==> src/rtl/fusion_pkg.sv <==
`timescale 1ns/1ps
package fusion_pkg;
  localparam int unsigned INSN_W = 32;
  localparam int unsigned OP_W   = 4;
  localparam int unsigned OFS_W  = 2;

  localparam logic [6:0] OPC_OPIMM = 7'h13;
  localparam logic [6:0] OPC_OP    = 7'h33;
  localparam logic [6:0] OPC_OP32  = 7'h3B;

  typedef enum logic [OP_W-1:0] {
    FOP_NONE    = 4'd0,
    FOP_SH1ADD  = 4'd1,
    FOP_SH2ADD  = 4'd2,
    FOP_SH3ADD  = 4'd3,
    FOP_ZEXTH   = 4'd4,
    FOP_SEXTH   = 4'd5,
    FOP_SZEWL1  = 4'd6,
    FOP_SZEWL2  = 4'd7,
    FOP_BYTE2   = 4'd8,
    FOP_SH4ADD  = 4'd9,
    FOP_SR30ADD = 4'd10,
    FOP_SR31ADD = 4'd11,
    FOP_SR32ADD = 4'd12,
    FOP_ODDADD  = 4'd13,
    FOP_ODDADDW = 4'd14,
    FOP_ORH48   = 4'd15
  } fuse_op_e;

  typedef struct packed {
    logic       slli;
    logic       srli;
    logic       srai;
    logic       andi;
    logic       add;
    logic       addw;
    logic       orr;
    logic [4:0] rd;
    logic [4:0] rs1;
    logic [4:0] rs2;
    logic [5:0] shamt;
    logic [11:0] imm;
  } insn_info_t;

  function automatic insn_info_t decode_insn(input logic [INSN_W-1:0] w);
    insn_info_t r;
    logic [6:0] opc;
    logic [2:0] f3;
    logic [6:0] f7;
    opc     = w[6:0];
    f3      = w[14:12];
    f7      = w[31:25];
    r.rd    = w[11:7];
    r.rs1   = w[19:15];
    r.rs2   = w[24:20];
    r.shamt = w[25:20];
    r.imm   = w[31:20];
    r.slli  = (opc == OPC_OPIMM) && (f3 == 3'b001) && (w[31:26] == 6'b000000);
    r.srli  = (opc == OPC_OPIMM) && (f3 == 3'b101) && (w[31:26] == 6'b000000);
    r.srai  = (opc == OPC_OPIMM) && (f3 == 3'b101) && (w[31:26] == 6'b010000);
    r.andi  = (opc == OPC_OPIMM) && (f3 == 3'b111);
    r.add   = (opc == OPC_OP)    && (f3 == 3'b000) && (f7 == 7'd0);
    r.addw  = (opc == OPC_OP32)  && (f3 == 3'b000) && (f7 == 7'd0);
    r.orr   = (opc == OPC_OP)    && (f3 == 3'b110) && (f7 == 7'd0);
    return r;
  endfunction
endpackage

==> src/rtl/fusion_pair_match.sv <==
`timescale 1ns/1ps
module fusion_pair_match
  import fusion_pkg::*;
(
  input  logic [INSN_W-1:0] first_i,
  input  logic [INSN_W-1:0] second_i,
  output fuse_op_e          op_o
);
  insn_info_t a, b;
  logic tail_rr, tail_r1;

  assign a = decode_insn(first_i);
  assign b = decode_insn(second_i);

  // second overwrites first's result and consumes it
  assign tail_r1 = (b.rd == a.rd) && (a.rd != 5'd0) && (b.rs1 == a.rd);
  assign tail_rr = (b.rd == a.rd) && (a.rd != 5'd0) &&
                   ((b.rs1 == a.rd) || (b.rs2 == a.rd));

  always_comb begin
    op_o = FOP_NONE;
    if (a.slli && b.add && tail_rr) begin
      case (a.shamt)
        6'd1:    op_o = FOP_SH1ADD;
        6'd2:    op_o = FOP_SH2ADD;
        6'd3:    op_o = FOP_SH3ADD;
        6'd4:    op_o = FOP_SH4ADD;
        default: op_o = FOP_NONE;
      endcase
    end else if (a.srli && b.add && tail_rr) begin
      case (a.shamt)
        6'd30:   op_o = FOP_SR30ADD;
        6'd31:   op_o = FOP_SR31ADD;
        6'd32:   op_o = FOP_SR32ADD;
        default: op_o = FOP_NONE;
      endcase
    end else if (a.slli && (a.shamt == 6'd32) && b.srli && tail_r1) begin
      if (b.shamt == 6'd31)      op_o = FOP_SZEWL1;
      else if (b.shamt == 6'd30) op_o = FOP_SZEWL2;
    end else if (a.slli && (a.shamt == 6'd48) && (b.shamt == 6'd48) && tail_r1) begin
      if (b.srli)      op_o = FOP_ZEXTH;
      else if (b.srai) op_o = FOP_SEXTH;
    end else if (a.srli && (a.shamt == 6'd8) && b.andi && (b.imm == 12'h0FF) && tail_r1) begin
      op_o = FOP_BYTE2;
    end else if (a.andi && (a.imm == 12'h001) && tail_rr) begin
      if (b.add)       op_o = FOP_ODDADD;
      else if (b.addw) op_o = FOP_ODDADDW;
    end else if (a.andi && (a.imm == 12'hF00) && b.orr && tail_rr) begin
      op_o = FOP_ORH48;
    end
  end
endmodule

==> src/rtl/fusion_select.sv <==
`timescale 1ns/1ps
module fusion_select
  import fusion_pkg::*;
#(
  parameter int unsigned N_SLOTS = 4
) (
  input  logic [N_SLOTS-1:0]            valid_i,
  input  logic [N_SLOTS-1:0]            rvc_i,
  input  logic [(N_SLOTS-1)*OP_W-1:0]   pair_op_i,
  output logic [N_SLOTS-1:0]            valid_o,
  output logic [N_SLOTS*OP_W-1:0]       op_o,
  output logic [N_SLOTS*OFS_W-1:0]      ofs_o
);
  for (genvar i = 0; i < N_SLOTS; i++) begin : g_slot
    logic hd;
    if (i < N_SLOTS-1) begin : g_pair
      logic cand;
      assign cand = valid_i[i] & valid_i[i+1] & (pair_op_i[i*OP_W +: OP_W] != '0);
      if (i == 0) begin : g_first
        assign hd = cand;
      end else begin : g_rest
        assign hd = cand & ~g_slot[i-1].hd;
      end
      assign op_o[i*OP_W +: OP_W]    = hd ? pair_op_i[i*OP_W +: OP_W] : '0;
      assign ofs_o[i*OFS_W +: OFS_W] = hd ? {~rvc_i[i+1], ~rvc_i[i]} : '0;
    end else begin : g_last
      assign hd = 1'b0;
      assign op_o[i*OP_W +: OP_W]    = '0;
      assign ofs_o[i*OFS_W +: OFS_W] = '0;
    end
    if (i == 0) begin : g_v0
      assign valid_o[i] = valid_i[i];
    end else begin : g_vn
      assign valid_o[i] = valid_i[i] & ~g_slot[i-1].hd;
    end
  end
endmodule

==> src/rtl/fusion_detect.sv <==
`timescale 1ns/1ps
module fusion_detect
  import fusion_pkg::*;
#(
  parameter int unsigned N_SLOTS = 4
) (
  input  logic                        clk_i,
  input  logic                        rst_ni,
  input  logic [N_SLOTS-1:0]          valid_i,
  input  logic [N_SLOTS-1:0]          rvc_i,
  input  logic [N_SLOTS*INSN_W-1:0]   instr_i,
  output logic [N_SLOTS-1:0]          valid_o,
  output logic [N_SLOTS*OP_W-1:0]     fuse_op_o,
  output logic [N_SLOTS*OFS_W-1:0]    fuse_ofs_o
);
  localparam int unsigned N_PAIRS = N_SLOTS - 1;

  logic [N_PAIRS*OP_W-1:0]   pair_op;
  logic [N_SLOTS-1:0]        valid_d;
  logic [N_SLOTS*OP_W-1:0]   op_d;
  logic [N_SLOTS*OFS_W-1:0]  ofs_d;

  for (genvar p = 0; p < N_PAIRS; p++) begin : g_match
    fuse_op_e op;
    fusion_pair_match u_match (
      .first_i  (instr_i[p*INSN_W     +: INSN_W]),
      .second_i (instr_i[(p+1)*INSN_W +: INSN_W]),
      .op_o     (op)
    );
    assign pair_op[p*OP_W +: OP_W] = op;
  end

  fusion_select #(.N_SLOTS(N_SLOTS)) u_select (
    .valid_i   (valid_i),
    .rvc_i     (rvc_i),
    .pair_op_i (pair_op),
    .valid_o   (valid_d),
    .op_o      (op_d),
    .ofs_o     (ofs_d)
  );

  always_ff @(posedge clk_i or negedge rst_ni) begin
    if (!rst_ni) begin
      valid_o    <= '0;
      fuse_op_o  <= '0;
      fuse_ofs_o <= '0;
    end else begin
      valid_o    <= valid_d;
      fuse_op_o  <= op_d;
      fuse_ofs_o <= ofs_d;
    end
  end
endmodule

==> config.mk <==
export PLATFORM = sky130hd
export DESIGN_NAME = fusion_detect
export DESIGN_NICKNAME = d
export VERILOG_FILES = /design/src/rtl/fusion_pkg.sv /design/src/rtl/fusion_pair_match.sv /design/src/rtl/fusion_select.sv /design/src/rtl/fusion_detect.sv
export SDC_FILE = /design/constraint.sdc
export NUM_CORES = 1
export LEC_CHECK = 0
export ABC_AREA = 0
export BUFFER_PORTS_ARGS = -buffer_cell sky130_fd_sc_hd__buf_2
export CORE_MARGIN = 2
export CORE_UTILIZATION = 25
export CTS_BUF_LIST = sky130_fd_sc_hd__clkbuf_4 sky130_fd_sc_hd__clkbuf_8 sky130_fd_sc_hd__clkbuf_16
export CTS_CLUSTER_DIAMETER = 60
export DETAILED_ROUTE_END_ITERATION = 16
export GPL_TIMING_DRIVEN = 0
export PLACE_DENSITY_LB_ADDON = 0.25
export SETUP_SLACK_MARGIN = 0.1
export SLEW_MARGIN = 40
export SYNTH_ARGS = -nofsm -noshare
export SYNTH_HDL_FRONTEND = slang
export SYNTH_HIERARCHICAL = 1
export SYNTH_SLANG_ARGS = --single-unit
==> constraint.sdc <==
create_clock -name clk_i -period 1.05 [get_ports clk_i]
set_input_delay 0.315 -clock clk_i [delete_from_list [all_inputs] [get_ports clk_i]]
set_output_delay 0.315 -clock clk_i [all_outputs]
set_load 0.1 [all_outputs]
==> metrics.md, run 1 <==
| Metric | Value |
|---|---|
| HPWL after DPL | 9200 um |
| Status | finished with violations |
| Cell area after synthesis | 3140 um^2 |
| Mean Syn Cell Area | 8.57 um^2 |
| Grt ovf | 0 |
| Multi-input logic area | 2790 um^2 |
| Core ar. | 12,100 um^2 |
| Antenna diode count | 0 |
| Worst slew margin | 59.4% |
| Synth async-reset ratio | 100% |
| Arr. time, crit path | 2.74 ns |
| Number of setup violations in the final report | 49 |
| I/O pin count | 166 |
| Final hold slack | 0.0645 ns |
| DRT Pass-1 Iters | 5 |
| Buffers on Ports | 160 |
| Share of layout cells above drive strength 1 | 54.6% |
| Gr usage total | 16.4% |
| Pins Over Slew Limit | 0 |
| Setup WS post-layout | -1.50 ns |
| Shortest period the worst path allows | 2.55 ns |
| Largest net degree at the start of global routing | 29 |
| Layout area overhead | 71.3% |
| CTS buffer count | 3 |
| Highest metal used | met4 |
| Detailed Route WL | 11,700 um |
| Power per cell area | 620 nW/um^2 |
| Met1 WL | 4880 um |
| Syn Inst Count | 366 |
| Synth cell types | 63 |
| H-tree Lvls | 1 |
| Max IR drop VDD | 0.498 mV |
| Crit-path cells | clkbuf_4 > nor4b_2 > nand4_1 > and4b_2 > o2111ai_4 > a31oi_4 > a2bb2oi_4 > o41ai_4 > buf_6 > and2_4 > and3_4 |
| Wire per inst | 16.3 um |
| Slowest stage delay, CP | 0.39 ns |
| Crit Path Class | input pin to flop |
| Setup TNS | -33.00 ns |
| Highest clock rate | 393 MHz |
| Pre-CTS WS | -2.03 ns |
| Crit end category | flop |
| Die Ht | 116 um |
| Routed wl met2 | 5770 um |
| Post-synth EDFFs | 0 |
| Worst min path class | input pin to async pin |
| Total number of vias | 3,804 |
| Fin cells | 717 |
| Initial antenna violation count | 0 |
| Crit path max fanout | 11 |
| Vias per inst | 5.31 |
| CP Launch Type | input pin |
| Num rows | 40 |
| Unrepaired setup endpoints after global routing | true |
| Clock buffer depth | 2 |
| Leakage power | 2.04 nW |
| Commonest register cell after synthesis | dfrtp_1 |
| Vias in the first global route | 3,682 |
| GPL Wtd Cong | 0.858 |
| DRT antenna net count | 0 |
| Post-synthesis sequential area ratio | 22.3% |
| DIE WIDTH | 116 um |
| Synth warn | 6 |
| #FFs+latches synth | 28 |
| Metal3 WL | 924 um |
| Maxcap violations | 0 |
| Clock sinks | 28 |
| Iteration-0 DRC count of the detailed router | 277 |
| DIE AREA | 13,500 um^2 |
| Root Driver | clkbuf_16 |
| Layout Nets | 688 |
| First-pass GRT wire length | 18,100 um |
| Failing checks | negative setup slack |
| Clock slew at reported path FFs | 0.06 ns |
| Fillcell total | 1,208 |
| Worst Max-Slew Pin Slew | 0.609 ns |
| CTS tree | yes |
| Starting Density | 25.9% |
| Worst path slowest cell | and4b_2 |
| Final hold violations | 0 |
| DRC violations left | 0 |
| Fin crit share | 242% |
| Critical Path RT | 1.24 ns |
| FF/Latch Area | 806 um^2 |
| Post-cts hold buffer count | 0 |
| Placed cells | 699 |
-- final cells by class --
type | instances | area share (%)
multi-input combinational | 329 | 51.9
timing repair buffer | 174 | 26.0
sequential | 28 | 15.0
tap | 168 | 3.91
clock buffer | 4 | 1.65
buffer | 7 | 0.978
inverter | 7 | 0.489
-- state kept, by name, indices dropped and copies added (netlist names) --
signal,flops
fuse_ofs_o,8
valid_o,4
fuse_op_o,16
-- layer usage --
layer / vias to the layer above / GRT usage (%)
li1: 1818 / -
met1: 1777 / 21.8
met2: 188 / 28.6
met3: 21 / 1.83
met4: 0 / 3.33
met5: - / 0
-- per-stage QoR --
| step | total power [W] | cell area [um^2] | utilization (%) |
|---|---|---|---|
| 4_1_cts | 0.00327 | 5010 | 41.4 |
| 3_3_place_gp | 0.00221 | 4290 | 35.4 |
| 6_report | 0.00333 | 5370 | 44.4 |
| 3_5_place_dp | 0.00223 | 4290 | 35.4 |
| 5_1_grt | 0.00350 | 5370 | 44.4 |
| 2_1_floorplan | 0.00166 | 3280 | - |
-- cells in the mapped netlist (4+ instances only) --
master	instances	area, um^2
xnor2_1	36	315
nor2_1	34	128
nand3_1	29	145
dfrtp_1	28	701
nand2_1	22	82.6
nand4_1	19	119
nor4_1	18	113
and3_1	15	93.8
nor3_1	15	75.1
and4_1	8	70.1
nand4b_1	8	70.1
nor4b_1	8	70.1
a21oi_1	7	35.0
buf_4	7	52.6
inv_1	7	26.3
xor2_1	6	52.6
a32oi_1	5	43.8
nand3b_1	5	37.5
o2111ai_1	5	43.8
and4b_1	4	40.0
and4bb_2	4	50.1
nor4_4	4	85.1
-- worst max-delay path, delay by kind of cell --
family,cells,cell delay (ns)
buf+inv,2,0.36
simple gates,5,1.25
compound gates,4,0.82
-- kinds of logic (layout without fill, tap and decap cells) --
group           count (synthesis)  in the layout  share of synthesized area, %
simple gates                  226            226                          46.8
mux                             2              2                         0.638
xor+xnor                       42             42                          11.7
compound gates                 53             53                          15.9
other cells                     1              6                         0.120
buf+inv                        14            192                          2.51
flops                          28             28                          22.3
-- power by group --
part           switching (W)  leakage (nW)  internal, W
registers          0.0000165         0.323      0.00111
logic               0.000748          1.67     0.000543
clock network       0.000330        0.0442     0.000582
-- worst paths after layout --
kind,from,end,slack [ns],cells after the start
min in group clk_i,rvc_i[0],fuse_ofs_o[0],0.21,2
worst max-delay path,instr_i[57],fuse_op_o[6],-1.50,11
worst min-delay path,rst_ni,fuse_op_o[11],0.06,1
max in group asynchronous,rst_ni,valid_o[0],0.53,1
-- repair_timing --
action / CTS / global route
setup endpoints to repair: 49 / 49
resized for setup: 139 / 67
pin swaps: 18 / 37
setup buffers: 8 / 6
-- placed cells by master (no fill, tap or decap), drive strengths merged, types with 3 or more instances in the layout --
cell type | Yosys | routed
buf | 7 | 179
xnor2 | 36 | 36
nor2 | 34 | 34
nand3 | 29 | 29
dfrtp | 28 | 28
nor4 | 25 | 25
nand2 | 24 | 24
nand4 | 21 | 21
nor3 | 16 | 16
and3 | 15 | 15
and4 | 10 | 10
a21oi | 9 | 9
nand4b | 8 | 8
nor4b | 8 | 8
inv | 7 | 7
xor2 | 6 | 6
conb | 1 | 6
clkbuf | 0 | 6
nand3b | 5 | 5
a32oi | 5 | 5
o2111ai | 5 | 5
and4bb | 4 | 4
or4 | 4 | 4
and4b | 4 | 4
o41ai | 4 | 4
and3b | 3 | 3
or3 | 3 | 3
nor2b | 3 | 3
a21o | 3 | 3
a21boi | 3 | 3
o21ai | 3 | 3
Power figures use the tool's default switching activity.
==> inputs of run 2 (changes only) <==
==> constraint.sdc (replaced) <==
create_clock -name clk_i -period 3 [get_ports clk_i]
set_input_delay 0.9 -clock clk_i [delete_from_list [all_inputs] [get_ports clk_i]]
set_output_delay 0.9 -clock clk_i [all_outputs]
set_load 0.1 [all_outputs]
==> metrics.md, run 2 (synthesis results as in run 1) <==
| Metric | Value |
|---|---|
| First-pass GRT wire length | 17,800 um (was 18,100 um) |
| DRC violations left | 0 (unchanged) |
| Clock slew at reported path FFs | 0.06 ns (about the same) |
| Grt ovf | 0 (unchanged) |
| Most frequent cells in the layout | 157 x buf_2, 36 x xnor2_1, 32 x nor2_1, 28 x dfrtp_1, 27 x nand3_1 (was 118 x buf_2, 32 x nor2_1, 32 x xnor2_1, 28 x dfrtp_4, 28 x buf_12) |
| HPWL after DPL | 9140 um (was 9200 um) |
| Number of setup violations in the final report | 13 (was 49) |
| Core ar. | 12,100 um^2 (unchanged) |
| Placed cells | 699 (unchanged) |
| Total number of vias | 3,778 (was 3,804) |
| Worst Max-Slew Pin Slew | 0.589 ns (was 0.609 ns) |
| Core Util, Final | 39.4% (was 44.4%) |
| DIE WIDTH | 116 um (unchanged) |
| DRT antenna net count | 0 (unchanged) |
| Commonest non-fill, non-tap cell in the layout | buf_2 (unchanged) |
| I/O pin count | 166 (unchanged) |
| Initial antenna violation count | 0 (unchanged) |
| Unrepaired setup endpoints after global routing | true (unchanged) |
| Shortest period the worst path allows | 3.10 ns |
| Worst slew margin | 60.8% (was 59.4%) |
| Max reg flops | 16 (unchanged) |
| Final hold violations | 0 (unchanged) |
| Vias in the first global route | 3,613 (was 3,682) |
| Buffers on Ports | 160 (unchanged) |
| Max IR drop VDD | 0.175 mV (was 0.498 mV) |
| Gr usage total | 16.2% (was 16.4%) |
| Leakage power | 1.97 nW (was 2.04 nW) |
| Post-cts hold buffer count | 0 (unchanged) |
| H-tree Lvls | 1 (unchanged) |
| GPL Wtd Cong | 0.874 (was 0.858) |
| DIE AREA | 13,500 um^2 (unchanged) |
| Arr. time, crit path | 3.30 ns (was 2.74 ns) |
| Clock sinks | 28 (unchanged) |
| Status | finished with violations (unchanged) |
| Final hold slack | 0.641 ns (was 0.0645 ns) |
| Layout area overhead | 52.1% (was 71.3%) |
| Share of layout cells above drive strength 1 | 47.2% (was 54.6%) |
| Setup WS post-layout | -0.101 ns (was -1.50 ns) |
| Detailed Route WL | 11,300 um (was 11,700 um) |
| Failing checks | negative setup slack (unchanged) |
| Die Ht | 116 um (unchanged) |
| CTS buffer count | 3 (unchanged) |
| Crit end category | flop (unchanged) |
| Iteration-0 DRC count of the detailed router | 223 (was 277) |
| Maxcap violations | 0 (unchanged) |
| Fin cells | 719 (was 717) |
| Wire per inst | 15.7 um (was 16.3 um) |
| Crit Path Class | input pin to flop (unchanged) |
| CP Launch Type | input pin (unchanged) |
| CTS tree | yes (unchanged) |
| Vias per inst | 5.25 (was 5.31) |
| Root Driver | clkbuf_16 (unchanged) |
| Largest register by flop count | fuse_op_o (unchanged) |
| Highest clock rate | 322 MHz |
| Layout Nets | 690 (was 688) |
| Pins Over Slew Limit | 0 (unchanged) |
| Power per cell area | 236 nW/um^2 (was 620 nW/um^2) |
| DRT Pass-1 Iters | 6 (was 5) |
| Fillcell total | 1,256 (was 1,208) |
| Largest net degree at the start of global routing | 29 (unchanged) |
| Fin crit share | 103% |
| Critical Path RT | 3.20 ns (was 1.24 ns) |
| Crit path max fanout | 5 (was 11) |
| Worst min path class | input pin to async pin (unchanged) |
| Num rows | 40 (unchanged) |
| Setup TNS | -0.835 ns (was -33.00 ns) |
| Regs by FF count | fuse_op_o (16), fuse_ofs_o (8), valid_o (4) (unchanged) |
| Starting Density | 25.9% (unchanged) |
| Antenna diode count | 0 (unchanged) |
| Clock buffer depth | 2 (unchanged) |
run 2: cell count changes in the layout (fill, tap and decap cells not counted), moves of 5 or more:
cell and change:
dfrtp_4 -28, buf_2 +39, and3_1 +5, buf_12 -28
and3_4 -5, dfrtp_1 +28
run 2: power breakdown:
group	internal (W)	switching (W)	leakage, nW	total [W]
Clock	0.000204	0.000115	0.0442	0.000319
Combinational	0.000160	0.000260	1.56	0.000420
Sequential	0.000384	0.00000128	0.368	0.000386
Total	0.000748	0.000376	1.97	0.00112
run 2: what timing repair did:
| action | 4_1_cts | 5_1_grt |
|---|---|---|
| pin swaps | 16 | 24 |
| resized for setup | 33 | 31 |
| setup buffers | 8 | 8 |
| setup endpoints to repair | 17 | 17 |
run 2: per-layer routing:
metal | vias up | share of wire, % | GRT usage (%)
li1 | 1816 | - | -
met1 | 1799 | 45 | 22.5
met2 | 158 | 48 | 27.8
met3 | 5 | 6.2 | 1.15
met4 | 0 | 0.53 | 3.02
met5 | - | 0 | 0
run 2: cell type report:
type                            count  area [um^2]  share of cell area (%)
Buffer                              7         52.6                    1.10
Clock buffer                        4         88.8                    1.86
Inverter                            7         26.3                   0.551
Multi-Input combinational cell    329         2740                    57.5
Sequential cell                    28          701                    14.7
Tap cell                          168          210                    4.41
Timing Repair Buffer              176          951                    19.9
run 2: critical path, cell delays in order:
cell and delay, ns:
buf_6 0.09, or4_4 0.53, nor3_4 0.13, and4b_2 0.30, o2111ai_4 0.17, a31oi_4 0.20, buf_6 0.12, a21oi_4 0.03
o41ai_4 0.30, buf_6 0.17, and2_4 0.16, and3_4 0.17
run 2: final timing paths:
check / startpoint / to / depth (start not counted)
hold / removal: rst_ni / fuse_op_o[9] / 1
setup / recovery: instr_i[31] / fuse_op_o[4] / 12
max in group asynchronous: rst_ni / fuse_op_o[5] / 1
min in group clk_i: rvc_i[0] / fuse_ofs_o[0] / 2
run 2: metrics by stage:
step | instance area (um^2) | setup WS [ns] | power [W]
final | 4770 | -0.101 | 0.00112
after CTS | 4530 | -0.111 | 0.00112
after global placement | 4180 | -0.631 | 0.000771
after global routing | 4770 | -0.175 | 0.00119
after floorplan | 3170 | -0.0892 | 0.000576
after detailed placement | 4180 | -0.678 | 0.000777
